### src/rtl/thr_hist_pkg.sv
package thr_hist_pkg;
  localparam int BUS_W = 32;

  typedef enum logic [2:0] {
    A_CTRL  = 3'd0,
    A_STAT  = 3'd1,
    A_TS    = 3'd2,
    A_STATE = 3'd3,
    A_WRAP  = 3'd4
  } reg_addr_e;

  typedef enum logic [1:0] {
    SEL_REG   = 2'd0,
    SEL_TS    = 2'd1,
    SEL_STATE = 2'd2,
    SEL_ZERO  = 2'd3
  } rd_sel_e;
endpackage

### src/rtl/thr_sync_detect.sv
module thr_sync_detect #(
  parameter int W = 32
) (
  input  logic         clk,
  input  logic         rst,
  input  logic [W-1:0] din,
  output logic [W-1:0] sync_q,
  output logic         changed
);
  logic [W-1:0] meta_q;
  logic [W-1:0] prev_q;

  always_ff @(posedge clk) begin
    if (rst) begin
      meta_q <= '0;
      sync_q <= '0;
      prev_q <= '0;
    end else begin
      meta_q <= din;
      sync_q <= meta_q;
      prev_q <= sync_q;
    end
  end

  assign changed = (sync_q != prev_q);
endmodule

### src/rtl/ts_counter.sv
module ts_counter #(
  parameter int TS_W     = 32,
  parameter int TICK_DIV = 12
) (
  input  logic            clk,
  input  logic            rst,
  output logic [TS_W-1:0] ts,
  output logic [31:0]     wraps
);
  logic tick;

  generate
    if (TICK_DIV > 1) begin : g_presc
      localparam int PW = $clog2(TICK_DIV);
      logic [PW-1:0] pre_q;
      always_ff @(posedge clk) begin
        if (rst)                             pre_q <= '0;
        else if (pre_q == PW'(TICK_DIV - 1)) pre_q <= '0;
        else                                 pre_q <= pre_q + 1'b1;
      end
      assign tick = (pre_q == PW'(TICK_DIV - 1));
    end else begin : g_direct
      assign tick = 1'b1;
    end
  endgenerate

  always_ff @(posedge clk) begin
    if (rst) begin
      ts    <= '0;
      wraps <= '0;
    end else if (tick) begin
      ts <= ts + 1'b1;
      if (&ts) wraps <= wraps + 1'b1;
    end
  end
endmodule

### src/rtl/event_fifo.sv
module event_fifo #(
  parameter int DW = 64,
  parameter int AW = 5
) (
  input  logic          clk,
  input  logic          rst,
  input  logic          push,
  input  logic [DW-1:0] push_data,
  input  logic          pop,
  input  logic          rd_en,
  output logic [DW-1:0] rd_q,
  output logic [AW:0]   count,
  output logic          full,
  output logic          empty,
  output logic          push_ok,
  output logic          pop_ok
);
  localparam int DEPTH = 1 << AW;

  logic [DW-1:0] mem [DEPTH];
  logic [AW-1:0] wr_ptr;
  logic [AW-1:0] rd_ptr;

  assign full    = (count == (AW+1)'(DEPTH));
  assign empty   = (count == '0);
  assign push_ok = push && !full;
  assign pop_ok  = pop && !empty;

  always_ff @(posedge clk) begin
    if (push_ok) mem[wr_ptr] <= push_data;
  end

  always_ff @(posedge clk) begin
    if (rd_en) rd_q <= mem[rd_ptr];
  end

  always_ff @(posedge clk) begin
    if (rst) begin
      wr_ptr <= '0;
      rd_ptr <= '0;
      count  <= '0;
    end else begin
      if (push_ok) wr_ptr <= wr_ptr + 1'b1;
      if (pop_ok)  rd_ptr <= rd_ptr + 1'b1;
      case ({push_ok, pop_ok})
        2'b10:   count <= count + 1'b1;
        2'b01:   count <= count - 1'b1;
        default: count <= count;
      endcase
    end
  end
endmodule

### src/rtl/thr_hist_recorder.sv
module thr_hist_recorder
  import thr_hist_pkg::*;
#(
  parameter int LINES      = 32,
  parameter int TS_W       = 32,
  parameter int TICK_DIV   = 12,
  parameter int DEPTH_LOG2 = 5
) (
  input  logic             clk,
  input  logic             rst,
  input  logic [LINES-1:0] throttle_in,
  input  logic [2:0]       ctl_addr,
  input  logic             ctl_wr,
  input  logic             ctl_rd,
  input  logic [31:0]      ctl_wdata,
  output logic [31:0]      ctl_rdata,
  output logic             fifo_empty,
  output logic             fifo_full,
  output logic             overflow
);
  localparam int DW = TS_W + LINES;
  localparam int CW = DEPTH_LOG2 + 1;

  logic [LINES-1:0] thr_now;
  logic             thr_changed;
  logic [TS_W-1:0]  ts_val;
  logic [31:0]      wrap_cnt;

  thr_sync_detect #(.W(LINES)) u_sync (
    .clk     (clk),
    .rst     (rst),
    .din     (throttle_in),
    .sync_q  (thr_now),
    .changed (thr_changed)
  );

  ts_counter #(.TS_W(TS_W), .TICK_DIV(TICK_DIV)) u_ts (
    .clk   (clk),
    .rst   (rst),
    .ts    (ts_val),
    .wraps (wrap_cnt)
  );

  logic en_q, base_pend, ovf_q;
  logic wr_ctrl, ovf_clr, rd_ts, rd_state, capture;
  logic unused_wdata;

  assign unused_wdata = ^ctl_wdata[31:2];
  assign wr_ctrl  = ctl_wr && (ctl_addr == A_CTRL);
  assign ovf_clr  = wr_ctrl && ctl_wdata[1];
  assign rd_ts    = ctl_rd && (ctl_addr == A_TS);
  assign rd_state = ctl_rd && (ctl_addr == A_STATE);
  assign capture  = en_q && (base_pend || thr_changed);

  logic [DW-1:0] rd_q;
  logic [CW-1:0] fifo_cnt;
  logic          push_ok, pop_ok;

  event_fifo #(.DW(DW), .AW(DEPTH_LOG2)) u_fifo (
    .clk       (clk),
    .rst       (rst),
    .push      (capture),
    .push_data ({ts_val, thr_now}),
    .pop       (rd_state),
    .rd_en     (rd_ts || rd_state),
    .rd_q      (rd_q),
    .count     (fifo_cnt),
    .full      (fifo_full),
    .empty     (fifo_empty),
    .push_ok   (push_ok),
    .pop_ok    (pop_ok)
  );

  always_ff @(posedge clk) begin
    if (rst) begin
      en_q      <= 1'b0;
      base_pend <= 1'b0;
      ovf_q     <= 1'b0;
    end else begin
      if (en_q) base_pend <= 1'b0;
      if (wr_ctrl) begin
        en_q <= ctl_wdata[0];
        if (ctl_wdata[0] && !en_q) base_pend <= 1'b1;
      end
      if (capture && fifo_full) ovf_q <= 1'b1;
      else if (ovf_clr)         ovf_q <= 1'b0;
    end
  end

  assign overflow = ovf_q;

  rd_sel_e     rsel_q;
  logic [31:0] reg_q;

  always_ff @(posedge clk) begin
    if (rst) begin
      rsel_q <= SEL_REG;
      reg_q  <= '0;
    end else if (ctl_rd) begin
      reg_q <= '0;
      case (ctl_addr)
        A_CTRL:  begin rsel_q <= SEL_REG; reg_q <= {31'b0, en_q}; end
        A_STAT:  begin
          rsel_q <= SEL_REG;
          reg_q  <= {16'(fifo_cnt), 13'b0, ovf_q, fifo_full, fifo_empty};
        end
        A_WRAP:  begin rsel_q <= SEL_REG; reg_q <= wrap_cnt; end
        A_TS:    rsel_q <= fifo_empty ? SEL_ZERO : SEL_TS;
        A_STATE: rsel_q <= fifo_empty ? SEL_ZERO : SEL_STATE;
        default: rsel_q <= SEL_REG;
      endcase
    end
  end

  always_comb begin
    case (rsel_q)
      SEL_TS:    ctl_rdata = 32'(rd_q[DW-1:LINES]);
      SEL_STATE: ctl_rdata = 32'(rd_q[LINES-1:0]);
      SEL_ZERO:  ctl_rdata = '0;
      default:   ctl_rdata = reg_q;
    endcase
  end
endmodule

### config.mk
export PLATFORM = sky130hd
export DESIGN_NAME = thr_hist_recorder
export DESIGN_NICKNAME = d
export VERILOG_FILES = /design/src/rtl/thr_hist_pkg.sv /design/src/rtl/thr_sync_detect.sv /design/src/rtl/ts_counter.sv /design/src/rtl/event_fifo.sv /design/src/rtl/thr_hist_recorder.sv
export SDC_FILE = /design/constraint.sdc
export NUM_CORES = 2
export LEC_CHECK = 0
export BUFFER_PORTS_ARGS = -buffer_cell sky130_fd_sc_hd__buf_4
export CAP_MARGIN = 20
export CORE_MARGIN = 10
export CORE_UTILIZATION = 30
export DETAILED_ROUTE_END_ITERATION = 8
export RECOVER_POWER = 100
export SKIP_CTS_REPAIR_TIMING = 1
export SYNTH_ARGS = -nofsm -noshare
export SYNTH_HDL_FRONTEND = slang
export SYNTH_SLANG_ARGS = --single-unit
### constraint.sdc
create_clock -name clk -period 27.8 [get_ports clk]
set_clock_uncertainty 0.15 [all_clocks]
set_input_delay 8.34 -clock clk [delete_from_list [all_inputs] [get_ports clk]]
set_output_delay 8.34 -clock clk [all_outputs]
set_load 0.1 [all_outputs]
==> impl_summary.txt <==
----------------------------------------------------
[Status]
  Result of the run ... complete, but fails checks
  Failing checks ... capacitance limit, slew limit

[Clock tree]
  TritonCTS clock tree ... yes
  Maximum count of clock buffers along a single path ... 3
  Clock sinks ... 2329
  Cell chosen for the clock root ... clkbuf_16
  Clock transition at the registers of the reported paths ... 60 ps
  CTS buffer count ... 222
  Number of H-tree branching levels ... 4
  Clk Latency, worst-skew pair ... 880 ps

[Cells and area]
  Leading cell type in the layout, fill and taps excluded ... edfxtp_1
  Share of post-route cells with drive strength above 1 ... 23.8%
  Nets@finish ... 4360
  Final std cells w/o fill ... 8389
  Top library cells by usage in the layout, fill and taps aside ... 2112 x edfxtp_1, 640 x mux4_2, 225 x clkbuf_16
  Number of inserted filler cells in the final layout ... 27200
  Layout-stage area growth over the synthesis result ... 14.2%

[Critical path]
  R2r startpoint ... u_fifo.rd_ptr[1]
  Required time worst endpoint ... 28360 ps
  Series of cell instances along the critical path ... clkbuf_1 -> and3b_1 -> clkbuf_1 -> o21ai_0 -> a21oi_1
  Most common cell on crit path ... clkbuf_1
  Setup crit end kind ... register
  Top fanout value on the critical path ... 60
  Stage delay of the slowest cell on the critical path ... 2950 ps
  Worst reg2reg endpoint ... u_fifo.rd_q[9]
  Critical Setup Path Class ... primary input to register
  Origin of the worst setup path ... ctl_rd
  FF-to-FF setup slack ... 16060 ps
  R2R depth ... 4
  Worst Path Arrival ... 14150 ps
  Cell with the largest stage delay on the worst path ... clkbuf_1
  Type of origin of the critical path ... primary input

[Yosys]
  Largest area contributor in the netlist ... edfxtp_1
  Synth Net Count ... 4140
  Mux share of post-synthesis cell area ... 17.5%
  Cell area after technology mapping ... 0.0889 mm2
  Number of unique standard cell types used by synthesis ... 56
  Simple-gate area share of the yosys netlist ... 3.11%
  Number of synthesized register bits ... 2329
  Xor and xnor area share after synthesis ... 0.640%
  Sequential fraction of the synthesis area ... 76.2%
  Syn. warnings ... 0
  Complex-gate fraction of the synthesized area ... 1.24%
  Async SR Flop Fraction ... 0%
  Area contributors post-synth ... edfxtp_1 71%, mux4_2 16%, dfxtp_1 4.9%
  Avg Cell Area, Syn ... 21.9 um2
  Syn Inst Count ... 4058
  Dominant combinational cell family by area after synthesis ... multiplexers
  Post-synth top flop ... edfxtp_1
  Number of enable-type register cells in the synthesized netlist ... 2112
  Synth Area in Adders ... 0.155%
  Fraction of post-synthesis cell area in the top cell type by area ... 71.3%

[Floorplan]
  Die area ... 0.318 mm2
  Die height ... 564 um
  Total number of placement rows ... 199
  Horizontal die dimension ... 564 um
  Core box area ... 0.295 mm2
  Number of placed I/O pins ... 106
  Effective utilization at floorplan ... 30.2%

[Worst hold path]
  Class of the worst hold path ... register to register
  Instance count along the most critical hold path ... 1
  Worst Min Path Start ... u_sync.meta_q[18]
  Worst-case hold path end point ... u_sync.sync_q[18]

[STA]
  Final period utilization ... 48.9%
  Count of endpoints failing hold in the final timing report ... 0
  Final max-slew violation count ... 3671
  Slew Limit Headroom ... -513%
  Time the worst path needs with I/O delays and setup ... 13580 ps
  Slew at the pin closest to its max-slew limit ... 9200 ps
  Highest attainable clock frequency ... 73.6 MHz
  Setup violation total in the final timing report ... 0
  Setup tns final ... 0 ps
  Unrepaired setup endpoints after global routing ... false

[GRT]
  Largest net degree at the start of global routing ... 141
  Total grt overflow ... 0
  Number of global-route vias before repair ... 43000
  Global-route wire length before repair ... 318000 um
  Gr usage total ... 13.6%
  Number of antenna violations at the first check in global routing ... 2

[Pwr]
  Leakage power summed over all cells ... 0.0317 uW
  Part of the total power dissipated in the clock network ... 44.4%
  Combinational share of power ... 1.2%
  Peak supply drop ... 0.0000607 V
  Power per cell area ... 68.7 mW/mm2
  Share of total power consumed by net switching ... 19.9%
  Net Sw Power ... 1390 uW
  Sequential cell fraction of total power ... 54.4%
  Internal power ... 5590 uW

[Placed design]
  RD Place Congestion ... 0.810
  # port buffers ... 75
  Cell count after placement ... 7936
  Final HPWL DP ... 117000 um

[Route]
  Detailed Routing Iterations Pass 1 ... 5
  Routed via count divided by cell count ... 5.01
  Routed WL per cell ... 26.6 um
  Number of routed nets with antenna violations ... 0
  Remaining DRCs ... 0
  Initial drt markers ... 4645
  Detailed Route WL ... 223000 um
  Via count ... 42100

[Run]
  Number of maximum-capacitance constraint violations ... 101

----------------------------------------------------
[logic make-up (layout without fill, tap and decap cells)]
kind of cell,after synthesis,count (layout)
AO/OA/AOI/OAI,188,188
XOR/XNOR,65,65
adder cells (fa/ha/maj),11,11
buffers and inverters,229,637
flip-flops,2329,2329
multiplexers,744,744
other,0,4
AND/OR/NAND/NOR,492,492
[how the worst max path moves through the flow]
stage,to,cells past startpoint
6_report,rsel_q[1],5
4_1_cts,ctl_rdata[30],4
2_1_floorplan,u_fifo.count[4],12
5_1_grt,u_ts.wraps[28],4
3_5_place_dp,u_fifo.count[4],11
3_3_place_gp,u_fifo.count[4],11
[cell usage after synthesis, types with 13 or more instances]
master and number:
edfxtp_1 2112, mux4_2 640, dfxtp_1 217, nor2b_1 140, clkbuf_1 136, nor2_1 85, a21oi_1 79, mux2_2 65
nand2_1 64, o21ai_0 56, xor2_1 51, mux2i_1 39, nand3_1 36, and3_1 35, buf_1 28, nand4_1 28
buf_4 26, buf_2 25, or4_1 24, o31ai_1 22, or3_1 18, xnor2_1 14, nor3_1 13
[state kept, by name, indices dropped and copies added (netlist names)]
register            count
u_sync.meta_q          32
u_sync.sync_q          32
u_ts.wraps             32
u_fifo.wr_ptr           5
u_fifo.rd_q            64
overflow                1
u_fifo.rd_ptr           5
u_fifo.mem           2048
u_fifo.count            6
u_sync.prev_q          32
u_ts.ts                32
en_q                    1
rsel_q                  2
u_ts.g_presc.pre_q      4
base_pend               1
reg_q                  32
[power by group through the flow]
stage	sequential [uW]	combinational (uW)	clock, uW
6_report	3800	85.5	3100
5_1_grt	3800	91.2	3290
4_1_cts	3800	87.2	3160
3_5_place_dp	3870	87.0	0
3_3_place_gp	3870	84.3	0
2_1_floorplan	3880	43.2	0
[metrics by stage]
stage	util, %	setup slack, ps	hold slack, ps	total power (uW)	cell area [um2]
after floorplan	-	15330	264	3920	88900
after global placement	32.1	16270	273	3960	94400
after detailed placement	32.1	16190	270	3960	94500
after CTS	34.6	15780	285	7040	102000
after global routing	34.5	13600	293	7170	101000
final	34.5	14220	283	6980	101000
[critical path, delay by kind of cell]
kind                   cells  cell delay, ps
AO/OA/AOI/OAI              2             720
buffers and inverters      2            4360
AND/OR/NAND/NOR            1             670
[final cells by class]
cell class	instances	area (um2)	area share, %
Antenna cell	4	10.0	0.00986
Clock buffer	287	5980	5.90
Clock inverter	125	1540	1.52
Inverter	11	41.3	0.0407
Multi-Input combinational cell	1500	20100	19.8
Sequential cell	2329	67800	66.8
Tap cell	3919	4900	4.83
Timing Repair Buffer	214	1080	1.07
[per-layer routing]
layer,wire (um),vias to the layer above,GRT usage [%]
li1,-,17400,-
met1,90100,22800,17.9
met2,112000,1522,23.4
met3,13400,338,1.86
met4,8180,0,4.48
met5,0,-,0
No activity file was read; power rests on OpenSTA's default activity.
